## config.mk

```make
export PLATFORM = sky130hd
export DESIGN_NAME = dtg_top
export DESIGN_NICKNAME = d
export VERILOG_FILES = /design/src/rtl/dtg_pkg.sv /design/src/rtl/dtg_axis.sv /design/src/rtl/dtg_pix_div.sv /design/src/rtl/dtg_irq.sv /design/src/rtl/dtg_top.sv
export SDC_FILE = /design/constraint.sdc
export NUM_CORES = 1
export LEC_CHECK = 0
export BUFFER_PORTS_ARGS = -buffer_cell sky130_fd_sc_hd__buf_2
export CORE_MARGIN = 5
export CORE_UTILIZATION = 40
export CTS_BUF_LIST = sky130_fd_sc_hd__clkbuf_8
export DETAILED_ROUTE_END_ITERATION = 12
export GPL_TIMING_DRIVEN = 0
export REMOVE_ABC_BUFFERS = 1
export SYNTH_ARGS = -nofsm -noshare
export SYNTH_HDL_FRONTEND = slang
export SYNTH_SLANG_ARGS = --single-unit
```

## constraint.sdc

```tcl
create_clock -name clk_src -period 3.9 [get_ports clk_src]
set_input_delay 1.17 -clock clk_src [delete_from_list [all_inputs] [get_ports clk_src]]
set_output_delay 1.17 -clock clk_src [all_outputs]
set_load 0.1 [all_outputs]
```

## src/rtl/dtg_pkg.sv

```systemverilog
package dtg_pkg;

   typedef enum logic [1:0] {
      PH_SYNC  = 2'd0,
      PH_BACK  = 2'd1,
      PH_ACT   = 2'd2,
      PH_FRONT = 2'd3
   } dtg_phase_e;

   // Map an "in sync" condition to a pin level for a given polarity.
   function automatic logic drive_level(input logic active, input logic act_high);
      return active ? act_high : ~act_high;
   endfunction

endpackage

```

## src/rtl/dtg_axis.sv

```systemverilog
module dtg_axis
   import dtg_pkg::*;
#(
   parameter int W = 12
) (
   input  logic           clk,
   input  logic           rst_n,
   input  logic           restart,
   input  logic           step,
   input  logic [W-1:0]   sw_m1,
   input  logic [W-1:0]   bp_m1,
   input  logic [W-1:0]   act_m1,
   input  logic [W-1:0]   fp_m1,
   output dtg_phase_e     phase,
   output logic [W-1:0]   cnt,
   output logic           at_end
);

   if (W < 2) begin : g_w_chk
      $error("dtg_axis: W must be at least 2");
   end

   logic [W-1:0] len_m1;
   logic         seg_last;
   dtg_phase_e   phase_nx;

   always_comb begin
      case (phase)
         PH_SYNC:  len_m1 = sw_m1;
         PH_BACK:  len_m1 = bp_m1;
         PH_ACT:   len_m1 = act_m1;
         default:  len_m1 = fp_m1;
      endcase
   end

   always_comb begin
      case (phase)
         PH_SYNC:  phase_nx = PH_BACK;
         PH_BACK:  phase_nx = PH_ACT;
         PH_ACT:   phase_nx = PH_FRONT;
         default:  phase_nx = PH_SYNC;
      endcase
   end

   assign seg_last = (cnt == len_m1);
   assign at_end   = seg_last && (phase == PH_FRONT);

   always_ff @(posedge clk or negedge rst_n) begin
      if (!rst_n) begin
         phase <= PH_SYNC;
         cnt   <= '0;
      end else if (restart) begin
         phase <= PH_SYNC;
         cnt   <= '0;
      end else if (step) begin
         if (seg_last) begin
            phase <= phase_nx;
            cnt   <= '0;
         end else begin
            cnt <= cnt + 1'b1;
         end
      end
   end

endmodule

```

## src/rtl/dtg_pix_div.sv

```systemverilog
module dtg_pix_div #(
   parameter int DIV_W   = 8,
   parameter bit HAS_DIV = 1'b1
) (
   input  logic             clk,
   input  logic             rst_n,
   input  logic             restart,
   input  logic             run,
   input  logic             div_sel,
   input  logic [DIV_W-1:0] div_m1,
   output logic             pix_ce
);

   if (DIV_W < 1 || DIV_W > 16) begin : g_w_chk
      $error("dtg_pix_div: DIV_W must lie in 1..16");
   end

   if (HAS_DIV) begin : g_div
      logic [DIV_W-1:0] cnt;
      logic [DIV_W-1:0] lim;

      assign lim    = div_sel ? div_m1 : '0;
      assign pix_ce = run && (cnt == lim);

      always_ff @(posedge clk or negedge rst_n) begin
         if (!rst_n) begin
            cnt <= '0;
         end else if (restart || !run || pix_ce) begin
            cnt <= '0;
         end else begin
            cnt <= cnt + 1'b1;
         end
      end
   end else begin : g_bypass
      logic unused_div;
      assign unused_div = ^{clk, rst_n, restart, div_sel, div_m1};
      assign pix_ce     = run;
   end

endmodule

```

## src/rtl/dtg_irq.sv

```systemverilog
module dtg_irq (
   input  logic clk,
   input  logic rst_n,
   input  logic set,
   input  logic clr,
   output logic pend
);

   always_ff @(posedge clk or negedge rst_n) begin
      if (!rst_n) begin
         pend <= 1'b0;
      end else if (set) begin
         pend <= 1'b1;
      end else if (clr) begin
         pend <= 1'b0;
      end
   end

endmodule

```

## src/rtl/dtg_top.sv

```systemverilog
module dtg_top
   import dtg_pkg::*;
#(
   parameter int H_W     = 12,
   parameter int V_W     = 11,
   parameter int DIV_W   = 8,
   parameter bit HAS_DIV = 1'b1
) (
   input  logic             clk_src,
   input  logic             rst_n,
   input  logic             vid_en,
   input  logic             div_sel,
   input  logic [DIV_W-1:0] div_m1,
   input  logic             hs_pol,
   input  logic             vs_pol,
   input  logic [H_W-1:0]   h_sync_m1,
   input  logic [H_W-1:0]   h_back_m1,
   input  logic [H_W-1:0]   h_act_m1,
   input  logic [H_W-1:0]   h_front_m1,
   input  logic [V_W-1:0]   v_sync_m1,
   input  logic [V_W-1:0]   v_back_m1,
   input  logic [V_W-1:0]   v_act_m1,
   input  logic [V_W-1:0]   v_front_m1,
   input  logic             irq_glb_en,
   input  logic             irq_frm_en,
   input  logic             irq_clr,
   output logic             hsync,
   output logic             vsync,
   output logic             de,
   output logic [H_W-1:0]   pix_x,
   output logic [V_W-1:0]   pix_y,
   output logic             irq
);

   if (H_W < 2 || V_W < 2) begin : g_w_chk
      $error("dtg_top: axis widths must be at least 2");
   end

   typedef struct packed {
      logic             div_sel;
      logic [DIV_W-1:0] div_m1;
      logic             hs_pol;
      logic             vs_pol;
      logic [H_W-1:0]   hsw;
      logic [H_W-1:0]   hbp;
      logic [H_W-1:0]   hact;
      logic [H_W-1:0]   hfp;
      logic [V_W-1:0]   vsw;
      logic [V_W-1:0]   vbp;
      logic [V_W-1:0]   vact;
      logic [V_W-1:0]   vfp;
   } tcfg_t;

   tcfg_t        live_cfg;
   tcfg_t        act_cfg;
   logic         running;
   logic         pix_ce;
   dtg_phase_e   h_phase;
   dtg_phase_e   v_phase;
   logic [H_W-1:0] h_cnt;
   logic [V_W-1:0] v_cnt;
   logic         h_end;
   logic         v_end;
   logic         frm_last;
   logic         bnd;
   logic         frm_ev;
   logic         h_step;
   logic         v_step;
   logic         in_act;
   logic         irq_set;
   logic         act_hs_pol;
   logic         act_vs_pol;

   always_comb begin
      live_cfg.div_sel = div_sel;
      live_cfg.div_m1  = div_m1;
      live_cfg.hs_pol  = hs_pol;
      live_cfg.vs_pol  = vs_pol;
      live_cfg.hsw     = h_sync_m1;
      live_cfg.hbp     = h_back_m1;
      live_cfg.hact    = h_act_m1;
      live_cfg.hfp     = h_front_m1;
      live_cfg.vsw     = v_sync_m1;
      live_cfg.vbp     = v_back_m1;
      live_cfg.vact    = v_act_m1;
      live_cfg.vfp     = v_front_m1;
   end

   // Frame boundary: any idle cycle, or the last source cycle of a frame.
   assign frm_last = running && pix_ce && h_end && v_end;
   assign bnd      = !running || frm_last;
   assign frm_ev   = bnd && vid_en;

   always_ff @(posedge clk_src or negedge rst_n) begin
      if (!rst_n) begin
         running        <= 1'b0;
         act_cfg        <= '0;
         act_cfg.hs_pol <= 1'b1;
         act_cfg.vs_pol <= 1'b1;
      end else if (bnd) begin
         running <= vid_en;
         act_cfg <= live_cfg;
      end
   end

   assign act_hs_pol = act_cfg.hs_pol;
   assign act_vs_pol = act_cfg.vs_pol;

   dtg_pix_div #(
      .DIV_W   (DIV_W),
      .HAS_DIV (HAS_DIV)
   ) u_div (
      .clk     (clk_src),
      .rst_n   (rst_n),
      .restart (bnd),
      .run     (running),
      .div_sel (act_cfg.div_sel),
      .div_m1  (act_cfg.div_m1),
      .pix_ce  (pix_ce)
   );

   assign h_step = running && pix_ce;
   assign v_step = h_step && h_end;

   dtg_axis #(.W(H_W)) u_hax (
      .clk     (clk_src),
      .rst_n   (rst_n),
      .restart (bnd),
      .step    (h_step),
      .sw_m1   (act_cfg.hsw),
      .bp_m1   (act_cfg.hbp),
      .act_m1  (act_cfg.hact),
      .fp_m1   (act_cfg.hfp),
      .phase   (h_phase),
      .cnt     (h_cnt),
      .at_end  (h_end)
   );

   dtg_axis #(.W(V_W)) u_vax (
      .clk     (clk_src),
      .rst_n   (rst_n),
      .restart (bnd),
      .step    (v_step),
      .sw_m1   (act_cfg.vsw),
      .bp_m1   (act_cfg.vbp),
      .act_m1  (act_cfg.vact),
      .fp_m1   (act_cfg.vfp),
      .phase   (v_phase),
      .cnt     (v_cnt),
      .at_end  (v_end)
   );

   assign in_act = running && (h_phase == PH_ACT) && (v_phase == PH_ACT);
   assign de     = in_act;
   assign pix_x  = in_act ? h_cnt : '0;
   assign pix_y  = in_act ? v_cnt : '0;
   assign hsync  = drive_level(running && (h_phase == PH_SYNC), act_cfg.hs_pol);
   assign vsync  = drive_level(running && (v_phase == PH_SYNC), act_cfg.vs_pol);

   assign irq_set = frm_ev && irq_glb_en && irq_frm_en;

   dtg_irq u_irq (
      .clk   (clk_src),
      .rst_n (rst_n),
      .set   (irq_set),
      .clr   (irq_clr),
      .pend  (irq)
   );

endmodule

```

Word level (Yosys, flattened, before mapping)
Index checks and enable logic that the tools add are counted.
{"block": "totals", "ff_bits": 140, "in_bits": 109, "out_inout_bits": 27, "elab_cells": 83}
{"block": "classes", "add_sub_neg": 3, "n_eq_ne": 9, "mux": 24, "bitwise": 2, "reduce_logical": 26}
{"operator": "12-bit 2-to-1 mux", "n": 4}
{"operator": "11-bit 2-to-1 mux", "n": 4}
{"operator": "12-bit case mux with 3 select lines", "n": 1}
{"operator": "11-bit case mux with 3 select lines", "n": 1}
{"operator": "8-bit 2-to-1 mux", "n": 2}
{"operator": "1-bit logical AND", "n": 13}
{"operator": "12-bit by 1-bit adder with 12-bit output, second input constant", "n": 1}
{"operator": "12-bit == test", "n": 1}
{"operator": "2-bit 2-to-1 mux", "n": 6}
{"operator": "2-bit case mux with 3 select lines", "n": 2}
{"operator": "11-bit by 1-bit adder with 11-bit output, second input constant", "n": 1}
{"operator": "11-bit == test", "n": 1}
{"operator": "2-bit nonzero test", "n": 5}
{"operator": "8-bit by 1-bit adder with 8-bit output, second input constant", "n": 1}
{"operator": "2-bit == test, second input constant", "n": 4}
{"operator": "8-bit == test", "n": 1}
{"operator": "2-bit by 1-bit == test with 1-bit output, second input constant", "n": 2}
{"operator": "2-bit zero test", "n": 2}
{"operator": "1-bit 2-to-1 mux", "n": 4}
{"operator": "2-bit AND reduction", "n": 2}
{"operator": "1-bit logical OR", "n": 3}
{"operator": "1-bit inverter", "n": 2}
{"operator": "1-bit zero test", "n": 1}

Logic depth before layout (Yosys ltp)
{"block": "logic_depth", "word_depth": 11, "depth_mapped": 12, "ltp_nobuf": 9}

Cells and area by module
A second synthesis with hierarchy kept.
{"block": "unflattened", "hier_cells": 978, "area_unflattened_um2": 9113.7}
{"module": "dtg_top", "instances": 1, "cells_each": 654, "area_per_inst_um2": 6094.6, "seq_area_each_um2": 2605.0}
{"module": "dtg_axis at u_hax", "instances": 1, "cells_each": 134, "area_per_inst_um2": 1223.7, "seq_area_each_um2": 350.3}
{"module": "dtg_axis at u_vax", "instances": 1, "cells_each": 125, "area_per_inst_um2": 1178.6, "seq_area_each_um2": 325.3}
{"module": "dtg_pix_div", "instances": 1, "cells_each": 62, "area_per_inst_um2": 580.6, "seq_area_each_um2": 200.2}
{"module": "dtg_irq", "instances": 1, "cells_each": 3, "area_per_inst_um2": 36.3, "seq_area_each_um2": 25.0}

Worst setup path before layout
No wires, ideal clock.
{"block": "synth_timing", "path_type": "reg2out", "start": "register u_hax.phase[0]", "end": "output pix_y[1]", "arrival_time_ps": 3079, "required_time_ps": 2730, "setup_slack_ps": -349, "stages_incl_launch_ff": 7, "path_buffers": 2, "path_cell_list": "dfrtp_1 inv_1 ha_1 clkbuf_1 and3_1 clkbuf_1 and2_1"}
{"block": "synth_between", "elab_chain_len": 4}
{"element": "start, declared", "line_no": "dtg_axis.sv:14", "source": "output dtg_phase_e phase,"}
{"element": "start signal, assigned", "line_no": "dtg_axis.sv:57", "source": "phase <= phase_nx;"}
{"element": "2-bit == test", "line_no": "dtg_top.sv:153", "source": "assign in_act = running && (h_phase == PH_ACT) && (v_phase == PH_ACT);"}
{"element": "1-bit logical AND (2 in a row)", "line_no": "dtg_top.sv:153"}
{"element": "net de", "line_no": "dtg_top.sv:29", "source": "output logic de,"}
{"element": "11-bit 2-to-1 mux", "line_no": "dtg_top.sv:156", "source": "assign pix_y = in_act ? v_cnt : '0;"}
{"element": "end, declared", "line_no": "dtg_top.sv:31", "source": "output logic [V_W-1:0] pix_y,"}
The timed path passes the listed nets, and every way through them passes these cells.

Worst setup path after layout
{"block": "layout_timing", "start": "register u_hax.phase[0]", "end": "output pix_x[10]"}
{"block": "layout_between", "elab_chain_len": 4}
{"element": "2-bit == test", "line_no": "dtg_top.sv:153"}
{"element": "1-bit logical AND (2 in a row)", "line_no": "dtg_top.sv:153"}
{"element": "12-bit 2-to-1 mux", "line_no": "dtg_top.sv:155", "source": "assign pix_x = in_act ? h_cnt : '0;"}
{"element": "end, declared", "line_no": "dtg_top.sv:30", "source": "output logic [H_W-1:0] pix_x,"}
Every way passes these cells.

==> summary.txt <==
Run status
  – Status: complete, no violations

Synthesis
  – Post-synthesis async set-or-reset flop share: 100.0%
  – Mean Syn Cell Area: 12.10 µm²
  – Synth Register Bits: 140
  – Mapped cell area: just over 0.007 mm²
  – Mapped Cells: slightly below 600
  – Leading area contributor after synthesis: dfrtp_1
  – Top post-synthesis cells by area: dfrtp_1, mux2_2, mux2_4, xnor2_1, a222oi_1
  – Primary FF master, synth: dfrtp_1
  – Synth top area share: 48.87%
  – Yosys Warn Count: 0
  – Register area share after synthesis: 49.61%
  – Post-synth EDFFs: 0
  – Unique masters post-synth: 50

Worst setup path
  – Worst-case reg-to-reg path depth: 12
  – RR Endpoint: act_cfg[36]
  – Slowest stage delay, CP: 0.45 ns
  – Worst Setup SP: u_hax.phase[0]
  – R2r setup slk: around 0.39 ns
  – Crit-path slowest cell: buf_2
  – Worst setup path class: register to output port
  – Crit. End Element: output port
  – Worst r2r src: u_hax.phase[0]
  – Startpoint types: register
  – Critical path peak fanout: 24
  – Cells along the critical path: inv_1 > ha_2 > and3_4 > and2_1 > buf_2
  – WP data arrival: ~2.4 ns
  – Critical Path RT: between 2 and 3 ns

Clock tree
  – Worst-path clk slew: approximately 0.08 ns
  – CTS tree: done
  – Cts hold-fix bufs: 0
  – Maximum clock path buffer count: 2
  – Clk_lat worst skew: 0.44 ns
  – Root Driver: clkbuf_8
  – CTS sink cnt: 140
  – Number of CTS-inserted buffers: 17
  – H-tree depth: 4

Route
  – Vias per cell: 5.259
  – Drt pass-1 iters: 5
  – Antenna viol nets, final: 0
  – Residual DRC: 0
  – Via count: between 5000 and 6000
  – Initial DRC Count: 358
  – WL/cell: 17.45 µm
  – Final wirelength: 16.70 mm

Timing
  – Clk_skew: ~0.014 ns
  – Final setup vio count: 0
  – Fin. Hold Viols: 0
  – Max_slew headroom: 41.15%
  – Unrepaired setup endpoints after global routing: no
  – Period utilisation layout: between 90% and 100%
  – Final count of pins violating max slew: 0
  – Final Critical Period: 3.611 ns
  – Hold Slack: 0.5004 ns
  – Fmax: about 280 MHz
  – Worst setup margin: roughly 0.29 ns
  – TNS Setup: 0 ns
  – Worst-Margin Slew: 0.8827 ns

GRT
  – Global Route Usage Sum: 16.93%
  – Initial antenna violation count: 0
  – Largest net degree at the start of global routing: 89
  – First-pass GRT wire length: 27.46 mm
  – Grt ovf: 0
  – Number of global-route vias before repair: 5424

Cells and area
  – Layout Cells excl Fill: 957
  – Storage element area: 0.003506 mm²
  – Multi-input logic area: 0.003363 mm²
  – Fill cell count: approximately 1600
  – Post-route design area: about 0.0085 mm²
  – Layout Area Growth over Synthesis: 20.13%
  – Fraction of layout cells with a size suffix above 1: 40.16%
  – Most common cell after layout, fill and taps aside: dfrtp_1
  – Most frequent cells in the layout: dfrtp_1, buf_2, mux2_2
  – Inserted Diodes: 0
  – Nets: about 840
  – Final Util: roughly half

Pwr
  – Total Power: about 3.6 mW
  – Power density over the cells: 426.4 mW/mm²
  – Peak VDD IR: 362.3 µV
  – P_leak: 3.934 nW

Hold path
  – Hold wc startpoint: act_cfg[19]
  – Hold Path Depth: 1
  – Sink of the worst hold path: act_cfg[19]
  – Tightest Hold Check Type: register to register

Place
  – Cell Area, Placed: 0.008049 mm²
  – Buffers on Ports: ~140
  – Detailed placement HPWL: 12.00 mm
  – RePlAce Congestion: 0.8463
  – Worst slack, placed: -0.1981 ns
  – Placed insts: a little over 900

Floorplan
  – IO Count: ~140
  – Die Wd: 142.9 µm
  – Core area: 0.01730 mm²
  – Die Y: ~140 µm
  – Initial core utilization: 40.86%
  – Row cnt: 48
  – Die area: slightly above 0.02 mm²

Job
  – Maximum capacitance violations: 0
==> repair_timing <==
item	4_1_cts	5_1_grt
gates resized for setup	4	5
setup buffers	1	2
endpoints found under the setup margin	52	59
pin swaps	3	2
==> cell type report <==
class,count,area share (%)
sequential,140,41.30
multi-input combinational,393,39.62
timing repair buffer,145,10.10
tap,225,3.316
clock buffer,20,3.242
clock inverter,11,1.415
inverter,23,1.017
==> where the power goes <==
part           leakage (nW)  total [mW]  internal, mW  switching, mW
clock network         0.196        1.18         0.613          0.564
logic                  2.05       0.640         0.338          0.302
registers              1.69        1.80          1.64          0.165
total                  3.93        3.62          2.59           1.03
==> sequential cells by signal (all words and copies together), names as in the netlist <==
signal           count
u_div.g_div.cnt      8
act_hs_pol           1
u_irq.pend           1
u_vax.phase          2
u_hax.phase          2
act_cfg            101
u_vax.cnt           11
act_vs_pol           1
u_hax.cnt           12
running              1
==> worst max-delay path: cells and delay by family (launching register included) <==
family                     cells  cell delay (ns)
and+or+nand+nor                2             0.59
buffers and inverters          2             0.57
DFF                            1             0.42
adders and majority gates      1             0.42
==> logic make-up after synthesis <==
kind of cell | synth area share (%)
mux | 19.44
simple gates | 11.30
buf+inv | 3.346
fa+ha+maj | 2.125
compound gates | 9.225
flops | 49.61
xor+xnor | 4.957
==> synthesized netlist by cell type (12+ instances only) <==
| library cell | instances |
|---|---|
| dfrtp_1 | 138 |
| mux2_2 | 78 |
| xnor2_1 | 30 |
| a222oi_1 | 24 |
| and2_1 | 24 |
| inv_1 | 22 |
| mux2_4 | 22 |
| nor2_1 | 22 |
| nor2b_1 | 19 |
| a21oi_1 | 18 |
| nand3_1 | 17 |
| and3_1 | 16 |
| o21ai_0 | 16 |
| nand2_1 | 15 |
| clkbuf_1 | 14 |
| ha_1 | 12 |
| mux2i_1 | 12 |
==> metal layers <==
metal / GRT usage, % / wire (µm) / up-vias
met3: 5.224 / 1064 / 14
met1: 22.23 / 7388 / 2498
met4: 3.902 / 151 / 0
met2: 27.65 / 8097 / 141
li1: - / - / 2380
met5: 0 / 0 / -
==> worst max-delay path by stage <==
stage / end / depth (start not counted)
floorplan: act_hs_pol / 9
global placement: act_cfg[50] / 9
detailed placement: act_cfg[36] / 12
CTS: act_cfg[36] / 12
global route: u_vax.cnt[10] / 9
finish: pix_x[10] / 5
(Power assumes the default switching activity.)
